<file path="src/rtl/rtimer_pkg.sv">
// Shared types and helpers for the reload timer.
// Assumes a byte-wide register port and a counter two bytes wide.
package rtimer_pkg;

    localparam int ADDR_W = 3;

    localparam logic [ADDR_W-1:0] A_CTRL   = 3'd0;
    localparam logic [ADDR_W-1:0] A_RLD_LO = 3'd1;
    localparam logic [ADDR_W-1:0] A_RLD_HI = 3'd2;
    localparam logic [ADDR_W-1:0] A_SRC    = 3'd3;
    localparam logic [ADDR_W-1:0] A_CNT_LO = 3'd4;
    localparam logic [ADDR_W-1:0] A_CNT_HI = 3'd5;

    typedef enum logic [1:0] {
        SRC_SYS = 2'b00,
        SRC_EVT = 2'b01,
        SRC_RTC = 2'b10,
        SRC_ALT = 2'b11
    } src_e;

    // Control fields in bit order 4..0.
    typedef struct packed {
        logic       oen;
        logic [1:0] psel;
        logic       cont;
        logic       run;
    } ctrl_t;

    localparam int CTRL_W = $bits(ctrl_t);

    // log2 of the prescale divider chosen by psel: 4, 16, 64, 256.
    function automatic int presc_shift(input logic [1:0] sel);
        return 2 + 2 * int'(sel);
    endfunction

endpackage

</file>
<file path="src/rtl/rtimer_edge.sv">
// Samples an asynchronous pin into the clock domain and flags one edge.
// STAGES sampling flops come before the history flop. The pulse is
// combinational from the last two flops, so a counter that uses it
// updates on clock edge STAGES+1 after the pin changes.
// Assumes the pin stays stable for at least one clock period.
module rtimer_edge #(
    parameter int STAGES  = 2,
    parameter bit FALLING = 1'b0
) (
    input  logic clk,
    input  logic rst_n,
    input  logic pin,
    output logic pulse
);
    logic [STAGES:0] sh;

    // Shift the pin through the sampling chain.
    always_ff @(posedge clk) begin
        if (!rst_n) sh <= '0;
        else        sh <= {sh[STAGES-1:0], pin};
    end

    generate
        if (FALLING) begin : g_fall
            assign pulse = ~sh[STAGES-1] & sh[STAGES];
        end else begin : g_rise
            assign pulse = sh[STAGES-1] & ~sh[STAGES];
        end
    endgenerate
endmodule

</file>
<file path="src/rtl/rtimer_tick.sv">
// Produces the one-cycle count enable from the selected source: the
// prescaled system clock, the event pin (rising edges, no prescale) or
// the RTC line (falling edges). The prescaler clears while the timer
// is stopped and on the start write.
module rtimer_tick
    import rtimer_pkg::*;
#(
    parameter int PRE_W      = 8,
    parameter int EVT_STAGES = 4,
    parameter int RTC_STAGES = 1
) (
    input  logic       clk,
    input  logic       rst_n,
    input  logic       run,
    input  logic       start,
    input  src_e       src,
    input  logic [1:0] psel,
    input  logic       evt_pin,
    input  logic       rtc_pin,
    output logic       tick
);
    logic [PRE_W-1:0] presc;
    logic [PRE_W-1:0] mask;
    logic             sys_tick;
    logic             evt_pulse;
    logic             rtc_pulse;

    // Free-running prescaler, held at zero unless counting.
    always_ff @(posedge clk) begin
        if (!rst_n || start || !run) presc <= '0;
        else                         presc <= presc + 1'b1;
    end

    // Divider mask; tick once every 2^shift cycles.
    always_comb begin
        mask     = PRE_W'((1 << presc_shift(psel)) - 1);
        sys_tick = ((presc & mask) == mask);
    end

    rtimer_edge #(.STAGES(EVT_STAGES), .FALLING(1'b0)) u_evt (
        .clk(clk), .rst_n(rst_n), .pin(evt_pin), .pulse(evt_pulse)
    );

    rtimer_edge #(.STAGES(RTC_STAGES), .FALLING(1'b1)) u_rtc (
        .clk(clk), .rst_n(rst_n), .pin(rtc_pin), .pulse(rtc_pulse)
    );

    // Source multiplexer; code 3 falls back to the system clock.
    always_comb begin
        unique case (src)
            SRC_EVT: tick = run & evt_pulse;
            SRC_RTC: tick = run & rtc_pulse;
            default: tick = run & sys_tick;
        endcase
    end
endmodule

</file>
<file path="src/rtl/rtimer_regs.sv">
// Register file: control, reload value, source select, interrupt flag.
// Reads are combinational. A control read clears the flag, but a flag
// set in the same cycle wins. Single-pass completion clears run.
module rtimer_regs
    import rtimer_pkg::*;
#(
    parameter int DATA_W = 8,
    parameter int CNT_W  = 2 * DATA_W
) (
    input  logic              clk,
    input  logic              rst_n,
    input  logic [ADDR_W-1:0] addr,
    input  logic              wr_en,
    input  logic              rd_en,
    input  logic [DATA_W-1:0] wdata,
    output logic [DATA_W-1:0] rdata,
    input  logic              eoc,
    input  logic              done,
    input  logic [CNT_W-1:0]  cnt,
    output ctrl_t             ctrl,
    output src_e              src,
    output logic [CNT_W-1:0]  reload,
    output logic              start,
    output logic              flag
);
    localparam int PAD_W = DATA_W - CTRL_W - 1;

    logic wr_ctrl;
    logic rd_ctrl;

    assign wr_ctrl = wr_en && (addr == A_CTRL);
    assign rd_ctrl = rd_en && (addr == A_CTRL);
    assign start   = wr_ctrl && wdata[0] && !ctrl.run;

    // Control register; software write beats single-pass completion.
    always_ff @(posedge clk) begin
        if (!rst_n)       ctrl <= '0;
        else if (wr_ctrl) ctrl <= ctrl_t'(wdata[CTRL_W-1:0]);
        else if (done)    ctrl.run <= 1'b0;
    end

    // Reload bytes and source select.
    always_ff @(posedge clk) begin
        if (!rst_n) begin
            reload <= '0;
            src    <= SRC_SYS;
        end else if (wr_en) begin
            if (addr == A_RLD_LO) reload[DATA_W-1:0]     <= wdata;
            if (addr == A_RLD_HI) reload[CNT_W-1:DATA_W] <= wdata;
            if (addr == A_SRC)    src <= src_e'(wdata[1:0]);
        end
    end

    // Interrupt flag: set has priority over clear-on-read.
    always_ff @(posedge clk) begin
        if (!rst_n)       flag <= 1'b0;
        else if (eoc)     flag <= 1'b1;
        else if (rd_ctrl) flag <= 1'b0;
    end

    // Read multiplexer.
    always_comb begin
        unique case (addr)
            A_CTRL:   rdata = {flag, {PAD_W{1'b0}}, ctrl};
            A_RLD_LO: rdata = reload[DATA_W-1:0];
            A_RLD_HI: rdata = reload[CNT_W-1:DATA_W];
            A_SRC:    rdata = DATA_W'(src);
            A_CNT_LO: rdata = cnt[DATA_W-1:0];
            A_CNT_HI: rdata = cnt[CNT_W-1:DATA_W];
            default:  rdata = '0;
        endcase
    end

    a_r4_set_wins: assert property (@(posedge clk) disable iff (!rst_n)
        eoc |=> flag);
    a_r4_clear: assert property (@(posedge clk) disable iff (!rst_n)
        (rd_ctrl && !eoc) |=> !flag);
    a_r5_stop: assert property (@(posedge clk) disable iff (!rst_n)
        (done && !wr_ctrl) |=> !ctrl.run);
endmodule

</file>
<file path="src/rtl/rtimer_core.sv">
// Down-counter and output toggle. Loads the reload value on start,
// decrements on each tick, flags end of count on the 1->0 step, and in
// continuous mode reloads on the cycle after reaching zero.
// Assumes ticks are at least two cycles apart, so none falls on the
// reload cycle.
module rtimer_core #(
    parameter int CNT_W = 16
) (
    input  logic             clk,
    input  logic             rst_n,
    input  logic             run,
    input  logic             cont,
    input  logic             oen,
    input  logic             start,
    input  logic             tick,
    input  logic [CNT_W-1:0] reload,
    output logic [CNT_W-1:0] cnt,
    output logic             eoc,
    output logic             done,
    output logic             tout
);
    logic at_zero;

    assign at_zero = (cnt == '0);
    assign eoc     = run && tick && (cnt == CNT_W'(1));
    assign done    = eoc && !cont;

    // Counter: load, reload, or decrement.
    always_ff @(posedge clk) begin
        if (!rst_n)                 cnt <= '0;
        else if (start)             cnt <= reload;
        else if (run) begin
            if (cont && at_zero)    cnt <= reload;
            else if (tick && !at_zero) cnt <= cnt - 1'b1;
        end
    end

    // Output pin: Low when disabled, toggles at each end of count.
    always_ff @(posedge clk) begin
        if (!rst_n || !oen) tout <= 1'b0;
        else if (eoc)       tout <= ~tout;
    end

    a_r3_zero_after_eoc: assert property (@(posedge clk) disable iff (!rst_n)
        eoc |=> (cnt == '0));
    a_r6_reload: assert property (@(posedge clk) disable iff (!rst_n)
        (run && cont && at_zero && !start) |=> (cnt == $past(reload)));
    a_r10_toggle: assert property (@(posedge clk) disable iff (!rst_n)
        (oen && eoc) |=> (tout != $past(tout)));
    a_r10_quiet: assert property (@(posedge clk) disable iff (!rst_n)
        !oen |=> !tout);
    a_r11_hold: assert property (@(posedge clk) disable iff (!rst_n)
        (!run && !start) |=> $stable(cnt));
endmodule

</file>
<file path="src/rtl/reload_timer.sv">
// Top level of the reload down-counter timer. Connects the register
// file, the tick generator and the counter core. Both external pins
// are asynchronous and get sampled inside the tick generator.
module reload_timer
    import rtimer_pkg::*;
#(
    parameter int DATA_W     = 8,
    parameter int PRE_W      = 8,
    parameter int EVT_STAGES = 4,
    parameter int RTC_STAGES = 1
) (
    input  logic              clk,
    input  logic              rst_n,
    input  logic [ADDR_W-1:0] bus_addr,
    input  logic              bus_wr,
    input  logic              bus_rd,
    input  logic [DATA_W-1:0] bus_wdata,
    output logic [DATA_W-1:0] bus_rdata,
    input  logic              evt_in,
    input  logic              rtc_in,
    output logic              irq,
    output logic              tmr_out
);
    localparam int CNT_W = 2 * DATA_W;

    ctrl_t            ctrl;
    src_e             src;
    logic [CNT_W-1:0] reload;
    logic [CNT_W-1:0] cnt;
    logic             start;
    logic             tick;
    logic             eoc;
    logic             done;

    rtimer_regs #(.DATA_W(DATA_W), .CNT_W(CNT_W)) u_regs (
        .clk(clk), .rst_n(rst_n), .addr(bus_addr), .wr_en(bus_wr),
        .rd_en(bus_rd), .wdata(bus_wdata), .rdata(bus_rdata),
        .eoc(eoc), .done(done), .cnt(cnt), .ctrl(ctrl), .src(src),
        .reload(reload), .start(start), .flag(irq)
    );

    rtimer_tick #(.PRE_W(PRE_W), .EVT_STAGES(EVT_STAGES),
                  .RTC_STAGES(RTC_STAGES)) u_tick (
        .clk(clk), .rst_n(rst_n), .run(ctrl.run), .start(start),
        .src(src), .psel(ctrl.psel), .evt_pin(evt_in), .rtc_pin(rtc_in),
        .tick(tick)
    );

    rtimer_core #(.CNT_W(CNT_W)) u_core (
        .clk(clk), .rst_n(rst_n), .run(ctrl.run), .cont(ctrl.cont),
        .oen(ctrl.oen), .start(start), .tick(tick), .reload(reload),
        .cnt(cnt), .eoc(eoc), .done(done), .tout(tmr_out)
    );
endmodule

</file>
<file path="config.mk">
export PLATFORM = sky130hd
export DESIGN_NAME = reload_timer
export DESIGN_NICKNAME = d
export VERILOG_FILES = /design/src/rtl/rtimer_pkg.sv /design/src/rtl/rtimer_edge.sv /design/src/rtl/rtimer_tick.sv /design/src/rtl/rtimer_regs.sv /design/src/rtl/rtimer_core.sv /design/src/rtl/reload_timer.sv
export SDC_FILE = /design/constraint.sdc
export NUM_CORES = 1
export LEC_CHECK = 0
export BUFFER_PORTS_ARGS = -buffer_cell sky130_fd_sc_hd__buf_2
export CAP_MARGIN = 20
export CORE_AREA = 3 3 61 120
export DETAILED_ROUTE_END_ITERATION = 12
export DIE_AREA = 0 0 64 123
export GPL_TIMING_DRIVEN = 0
export PLACE_DENSITY_LB_ADDON = 0.3
export REMOVE_ABC_BUFFERS = 1
export SYNTH_ARGS = -nofsm -noshare
export SYNTH_HDL_FRONTEND = slang
export SYNTH_SLANG_ARGS = --single-unit
</file>
<file path="constraint.sdc">
create_clock -name clk -period 6.2 [get_ports clk]
set_clock_uncertainty 0.15 [all_clocks]
set_input_delay 0.93 -clock clk [delete_from_list [all_inputs] [get_ports clk]]
set_output_delay 0.93 -clock clk [all_outputs]
set_load 0.01 [all_outputs]
</file>
==> results by group, run 1 <==
Placement
  • Gpl congestion: about 0.93
  • Count of input and output buffers: 26
  • HPWL Detailed: approximately 5.8 mm

Finish
  • Area growth syn-to-layout: 10.4%
  • Ant. Diodes: 0
  • Commonest non-fill, non-tap cell in the layout: dfxtp_1
  • Layout cells sized above 1: a little under an eighth
  • Nets@finish: 387
  • Commonest cells after routing, fill and taps aside: dfxtp_1, nor2_1, nand2_1

Critical path
  • Setup CP Type: in -> reg
  • Crit-path leading delay family: simple AND/OR/NAND/NOR gates
  • Req. time, crit path: 6.28 ns
  • CP max-delay cell: nor4b_2
  • Crit path arrival time: about 3.5 ns
  • Critical path cell sequence: buf_2, nor4b_2, and3b_1, o21bai_4, inv_2, a211o_1, o21ai_1
  • Buf/Inv on CP: 2
  • CP max stage delay: approximately 0.87 ns
  • Setup crit end kind: register
  • CP max FO: 31
  • Crit start category: input pin

Drt
  • First-pass DRT Iterations: 5
  • Via/cell ratio: ~5.7
  • DR iter-0 viols: roughly 140
  • Routed len/inst: 17.6 um
  • Routed WL: 7.98 mm
  • Routed vias: around 2600
  • Remaining DRCs: 0
  • Remaining antenna violation count: 0

Global routing
  • Initial antenna violation count: 0
  • First-pass GRT wire length: around 13 mm
  • Global-route usage over all layers: 21.6%
  • Vias in the first global route: ~2500
  • Largest net degree at the start of global routing: 32
  • Global route total overflow: 0

Clock tree
  • Number of CTS-inserted buffers: 5
  • CTS root buffer: clkbuf_16
  • Reg clk slew, reported paths: 0.07 ns
  • CTS sink count: 56
  • Clock H-tree levels: 2
  • Clock tree buffer depth: 2
  • Post-CTS Hold Fix Bufs: 0
  • Post-CTS Repair Setup Buffers: 0
  • PostCTS Resize Cnt: 0
  • CTS tree: done
  • Clk_lat worst skew: about 0.30 ns

STA
  • Fin crit period: between 3 and 4 ns
  • Hold Slack: around 0.28 ns
  • Final hold violations: 0
  • Setup TNS: 0 ns
  • Slew margin rel.: 38.2%
  • Setup violators final: 0
  • Final Slew Violations: 0
  • Final period utilization: a little over half
  • RSZ-0062 raised after global routing: false
  • Peak Freq: a little under 300 MHz
  • Worst-Margin Slew: ~0.92 ns

Pwr
  • Peak VDD IR: ~0.16 mV
  • LEAKAGE: ~0.0012 uW
  • PwrDens: around 230 mW/mm2

Synth
  • Post-synth EDFFs: 0
  • Sequential-to-total area share from yosys stat: 38.8%
  • Async S/R FF share, synth: 0%
  • Post-synth design cell area: about 0.0029 mm2
  • Main flop type after synthesis: dfxtp_1
  • Seq cells post-synth: 56
  • Synthesized area per cell: just over 8 um2
  • Synth unique cells: a little under 50
  • Synth warnings: 0
  • Gate Count Post-Synth: ~350

Job
  • Maximum Capacitance Violations: 0

Outcome
  • Status: completed

Floorplan
  • Die area: between 0.007 and 0.008 mm2
  • Core area: about 0.0066 mm2
  • Vert. Die Dim: 123 um
  • Die width: roughly 64 um
  • Initial core utilization: 44.0%
  • Num rows: 42
  • I/O pins: 27

Min path
  • Hold Crit Class: reg -> reg
## registers in the layout, summed over array words and instances (netlist names)
register / count
u_core.cnt: 16
u_core.tout: 1
u_regs.ctrl: 5
u_regs.flag: 1
u_regs.reload: 16
u_regs.src: 2
u_tick.presc: 8
u_tick.u_evt.sh: 5
u_tick.u_rtc.sh: 2
## where the power goes
part | internal [uW] | switching [uW]
logic | 29.6 | 48.3
registers | 366 | 5.94
clock network | 147 | 130
## routing by layer
layer | GRT usage (%) | up-vias | routed length, um
li1 | - | 1270 | -
met2 | 39.7 | 65 | 4350
met3 | 3.09 | 25 | 283
met4 | 13.7 | 0 | 371
met1 | 22.5 | 1238 | 2970
met5 | 0 | - | 0
## per-stage QoR
stage	cells	power, uW	cell area [um2]	utilization [%]	setup slack (ns)
after floorplan	330	426	2810	-	3.28
after global placement	444	455	3050	46.4	2.49
after detailed placement	445	457	3060	46.6	2.52
after CTS	452	733	3190	48.6	2.81
after global routing	452	752	3190	48.6	2.63
final	452	727	3190	48.6	2.80
## final cells by class
type	count	area (um2)
Multi-Input combinational cell	262	1640
Clock inverter	1	5.00
Clock buffer	6	129
Sequential cell	56	1120
Fill cell	668	3380
Inverter	12	45.0
Tap cell	88	110
Timing Repair Buffer	27	141
## kinds of logic after synthesis
family | Yosys count | share of synthesized area, %
AND/OR/NAND/NOR | 148 | 25.2
AO/OA/AOI/OAI | 73 | 15.7
flip-flops | 56 | 38.8
buffers and inverters | 33 | 4.50
multiplexers | 28 | 11.1
XOR/XNOR | 7 | 2.12
adder cells (fa/ha/maj) | 6 | 2.60
## worst paths after layout
path | cells past startpoint | slack, ns | end | start
worst max-delay path | 7 | 2.80 | u_core.cnt[4]$_SDFFE_PN0P_ | bus_addr[1]
worst min register to register | 1 | 0.28 | u_tick.u_evt.sh[1]$_SDFF_PN0_ | u_tick.u_evt.sh[0]$_SDFF_PN0_
worst min-delay path | 1 | 0.28 | u_tick.u_evt.sh[1]$_SDFF_PN0_ | u_tick.u_evt.sh[0]$_SDFF_PN0_
worst max register to register | 6 | 2.96 | u_core.cnt[4]$_SDFFE_PN0P_ | u_core.cnt[7]$_SDFFE_PN0P_
## Yosys cell counts (3+ instances only)
cell type | n | area [um2]
o21ai_0 | 13 | 65.1
mux4_2 | 3 | 67.6
nor2_1 | 42 | 158
o311ai_0 | 4 | 35.0
or4_1 | 6 | 45.0
xor2_1 | 4 | 35.0
o21ai_1 | 6 | 30.0
ha_1 | 6 | 75.1
o211ai_1 | 3 | 22.5
clkbuf_1 | 16 | 60.1
or3_1 | 4 | 25.0
nand3b_1 | 3 | 22.5
a21oi_1 | 25 | 125
o22ai_1 | 7 | 43.8
nor4_1 | 8 | 50.1
and2_1 | 10 | 62.6
mux2i_1 | 23 | 230
nor2b_1 | 7 | 43.8
xnor2_1 | 3 | 26.3
nor3_1 | 7 | 35.0
nand3_1 | 11 | 55.1
dfxtp_1 | 56 | 1120
buf_2 | 4 | 20.0
inv_1 | 10 | 37.5
nand2_1 | 39 | 146
(Power assumes the default switching activity.)
==> inputs of run 2 (changes only) <==
==> constraint.sdc (replaced) <==
create_clock -name clk -period 2.9 [get_ports clk]
set_clock_uncertainty 0.15 [all_clocks]
set_input_delay 0.435 -clock clk [delete_from_list [all_inputs] [get_ports clk]]
set_output_delay 0.435 -clock clk [all_outputs]
set_load 0.01 [all_outputs]
==> run 2 against run 1 <==
  * Critical path type is now reg -> reg
  * Global-route usage grew 0.49 points
  * Utilization grew 0.95 points
  * Highest routed layer unchanged
  * Final area grew 2.0%
  * Clock power grew 110%
  * Count of clock-buffer cells in the layout is the same
  * Combinational power grew 120%
==> results by group, run 2 (synthesis gave the netlist of run 1 again) <==
Floorplan
  • I/O pins: 27 (unchanged)
  • Initial core utilization: 44.0% (unchanged)
  • Core area: 0.00657 mm2 (unchanged)
  • Vert. Die Dim: 123 um (unchanged)
  • Die width: 64 um (unchanged)
  • Die area: 0.00787 mm2 (unchanged)
  • Num rows: 42 (unchanged)

Clock tree
  • CTS tree: done
  • Clock H-tree levels: 2 (unchanged)
  • CTS root buffer: clkbuf_16
  • Reg clk slew, reported paths: 0.07 ns (about the same)
  • Number of CTS-inserted buffers: 5 (unchanged)
  • Clk_lat worst skew: 0.30 ns (about the same)
  • Clock tree buffer depth: 2 (unchanged)
  • CTS sink count: 56 (unchanged)

Drt
  • Via/cell ratio: 5.78 (+0.64%)
  • Routed WL: 8.16 mm (+2.3%)
  • Routed len/inst: 17.9 um (+1.6%)
  • DR iter-0 viols: 130 (-5.8%)
  • Uppermost layer routed: met4
  • Wire length on met2: 4.55 mm (+4.7%)
  • Remaining DRCs: 0 (unchanged)
  • Routed vias: 2632 (+1.3%)
  • DRT met1 WL: 3.05 mm (+2.6%)
  • Met3 WL: 239 um (-16%)
  • Remaining antenna violation count: 0 (unchanged)
  • First-pass DRT Iterations: 4 (-1)

Critical path
  • Crit path arrival time: 2.88 ns (-0.59 ns)
  • Reg-to-reg startpoint: u_core.cnt[7]$_SDFFE_PN0P_
  • Crit path launch: u_core.cnt[7]$_SDFFE_PN0P_
  • CP max-delay cell: or4_1
  • CP max FO: 10 (-68%)
  • Critical path cell sequence: or4_1, or4_4, o21bai_4, inv_2, a211o_2, o21ai_1
  • CP max stage delay: 0.71 ns (-0.16 ns)
  • Register-to-Register Path Depth: 6 (unchanged)
  • Reg2Reg Setup Slack: 0.1 ns (-2.86 ns)
  • Req. time, crit path: 2.98 ns (-3.30 ns)
  • Setup crit end kind: register
  • Setup CP Type: reg -> reg
  • Crit start category: register

STA
  • Worst-Margin Slew: 0.864 ns (-0.0603 ns)
  • Slew margin rel.: 41.9% (+3.7 points)
  • Setup violators final: 0 (unchanged)
  • Peak Freq: around 360 MHz
  • Final Slew Violations: 0 (unchanged)
  • Final period utilization: between 90% and 100%
  • Post-route setup slack: 0.0953 ns (-2.71 ns)
  • Final hold violations: 0 (unchanged)
  • RSZ-0062 raised after global routing: false
  • Fin crit period: about 2.8 ns

Finish
  • Fin cells: 455 (+0.66%)
  • Biggest registers after layout: u_core.cnt x16, u_regs.reload x16, u_tick.presc x8
  • Commonest cells after routing, fill and taps aside: dfxtp_1, nor2_1, nand2_1
  • Layout cells sized above 1: 13.9% (+2.1 points)
  • Commonest non-fill, non-tap cell in the layout: dfxtp_1
  • Area growth syn-to-layout: 12.5%
  • Ant. Diodes: 0 (unchanged)
  • Nets@finish: 390 (+0.78%)

Global routing
  • Initial antenna violation count: 0 (unchanged)
  • First-pass GRT wire length: 13.1 mm (+2.5%)
  • Global route total overflow: 0 (unchanged)
  • Global-route usage over all layers: 22.1% (+0.49 points)
  • Largest net degree at the start of global routing: 28 (-13%)
  • Vias in the first global route: 2586 (+1.9%)

Pwr
  • LEAKAGE: 0.00127 uW (+3.4%)
  • Logic pwr share: 11.2% (+0.5 points)
  • Share of power burned in registers: 50.9% (-0.2 points)
  • Clock share of power: 37.9% (-0.2 points)
  • Switching fraction of total power: 25.4% (+0.073 points)
  • Peak VDD IR: 0.351 mV (+120%)
  • Net Switching: 396 uW (+120%)
  • Int Power: 1160 uW (+110%)
  • PwrDens: 479 mW/mm2 (+110%)

Outcome
  • Status: completed

Placement
  • Gpl congestion: 0.927 (unchanged)
  • Count of input and output buffers: 26 (unchanged)
  • Pre-CTS WS: -0.297 ns (-2.82 ns)
  • Inst Count DP: 445 (unchanged)
  • HPWL Detailed: 5.77 mm (unchanged)

Job
  • Maximum Capacitance Violations: 0 (unchanged)

Min path
  • HP Start: evt_in
  • Hold path depth: 2 (+1)
  • Hold Crit Class: in -> reg
run 2: changes by cell type in the layout (fill, tap and decap cells not counted), sizes merged:
cell	before	now
buf	27	29
o21bai	1	2
run 2: worst max-delay path: cells and delay by family (launching register included):
| kind | cells | cell delay [ns] |
|---|---|---|
| flops | 1 | 0.40 |
| compound gates | 3 | 0.81 |
| buf+inv | 1 | 0.05 |
| simple gates | 2 | 1.31 |
run 2: stage by stage:
stage | power [uW] | cell area [um2] | utilization [%] | setup TNS (ns) | hold WS [ns]
3_5_place_dp | 977 | 3060 | 46.6 | -3.34 | 0.273
3_3_place_gp | 973 | 3050 | 46.4 | -3.31 | 0.269
5_1_grt | 1620 | 3260 | 49.6 | 0 | 0.209
4_1_cts | 1570 | 3220 | 49.1 | 0 | 0.191
2_1_floorplan | 912 | 2810 | - | 0 | 0.262
6_report | 1560 | 3260 | 49.6 | 0 | 0.194
run 2: what timing repair did:
action | 4_1_cts | 5_1_grt
setup endpoints to repair | 14 | 14
gates resized for setup | 1 | 6
hold buffers | 0 | 0
gates cloned | 1 | 0
pin swaps | 1 | 0
setup buffers | 2 | 0
run 2: routing by layer:
layer / up-vias / GRT usage, %
li1: 1275 / -
met1: 1274 / 22.9
met2: 60 / 41.1
met3: 23 / 3.45
met4: 0 / 12.9
met5: - / 0
run 2: cell type report:
| type | count | area (um2) |
|---|---|---|
| inverters | 12 | 45.0 |
| multi-input cells | 263 | 1690 |
| flip-flops and latches | 56 | 1120 |
| well taps | 88 | 110 |
| clock buffers | 6 | 129 |
| clock inverters | 1 | 5.00 |
| repair buffers | 29 | 156 |
| fillers | 670 | 3310 |
run 2: power by group through the flow:
stage | clock, uW | combinational (uW) | sequential (uW)
after floorplan | 0 | 105 | 807
after global placement | 0 | 162 | 812
final | 590 | 174 | 794
after detailed placement | 0 | 165 | 812
after CTS | 607 | 170 | 794
after global routing | 625 | 195 | 796
run 2: final timing paths:
| kind | to |
|---|---|
| hold reg to reg | u_tick.u_evt.sh[1]$_SDFF_PN0_ |
| hold / removal | u_tick.u_evt.sh[0]$_SDFF_PN0_ |
| setup reg to reg | u_core.cnt[4]$_SDFFE_PN0P_ |
| setup / recovery | u_core.cnt[4]$_SDFFE_PN0P_ |
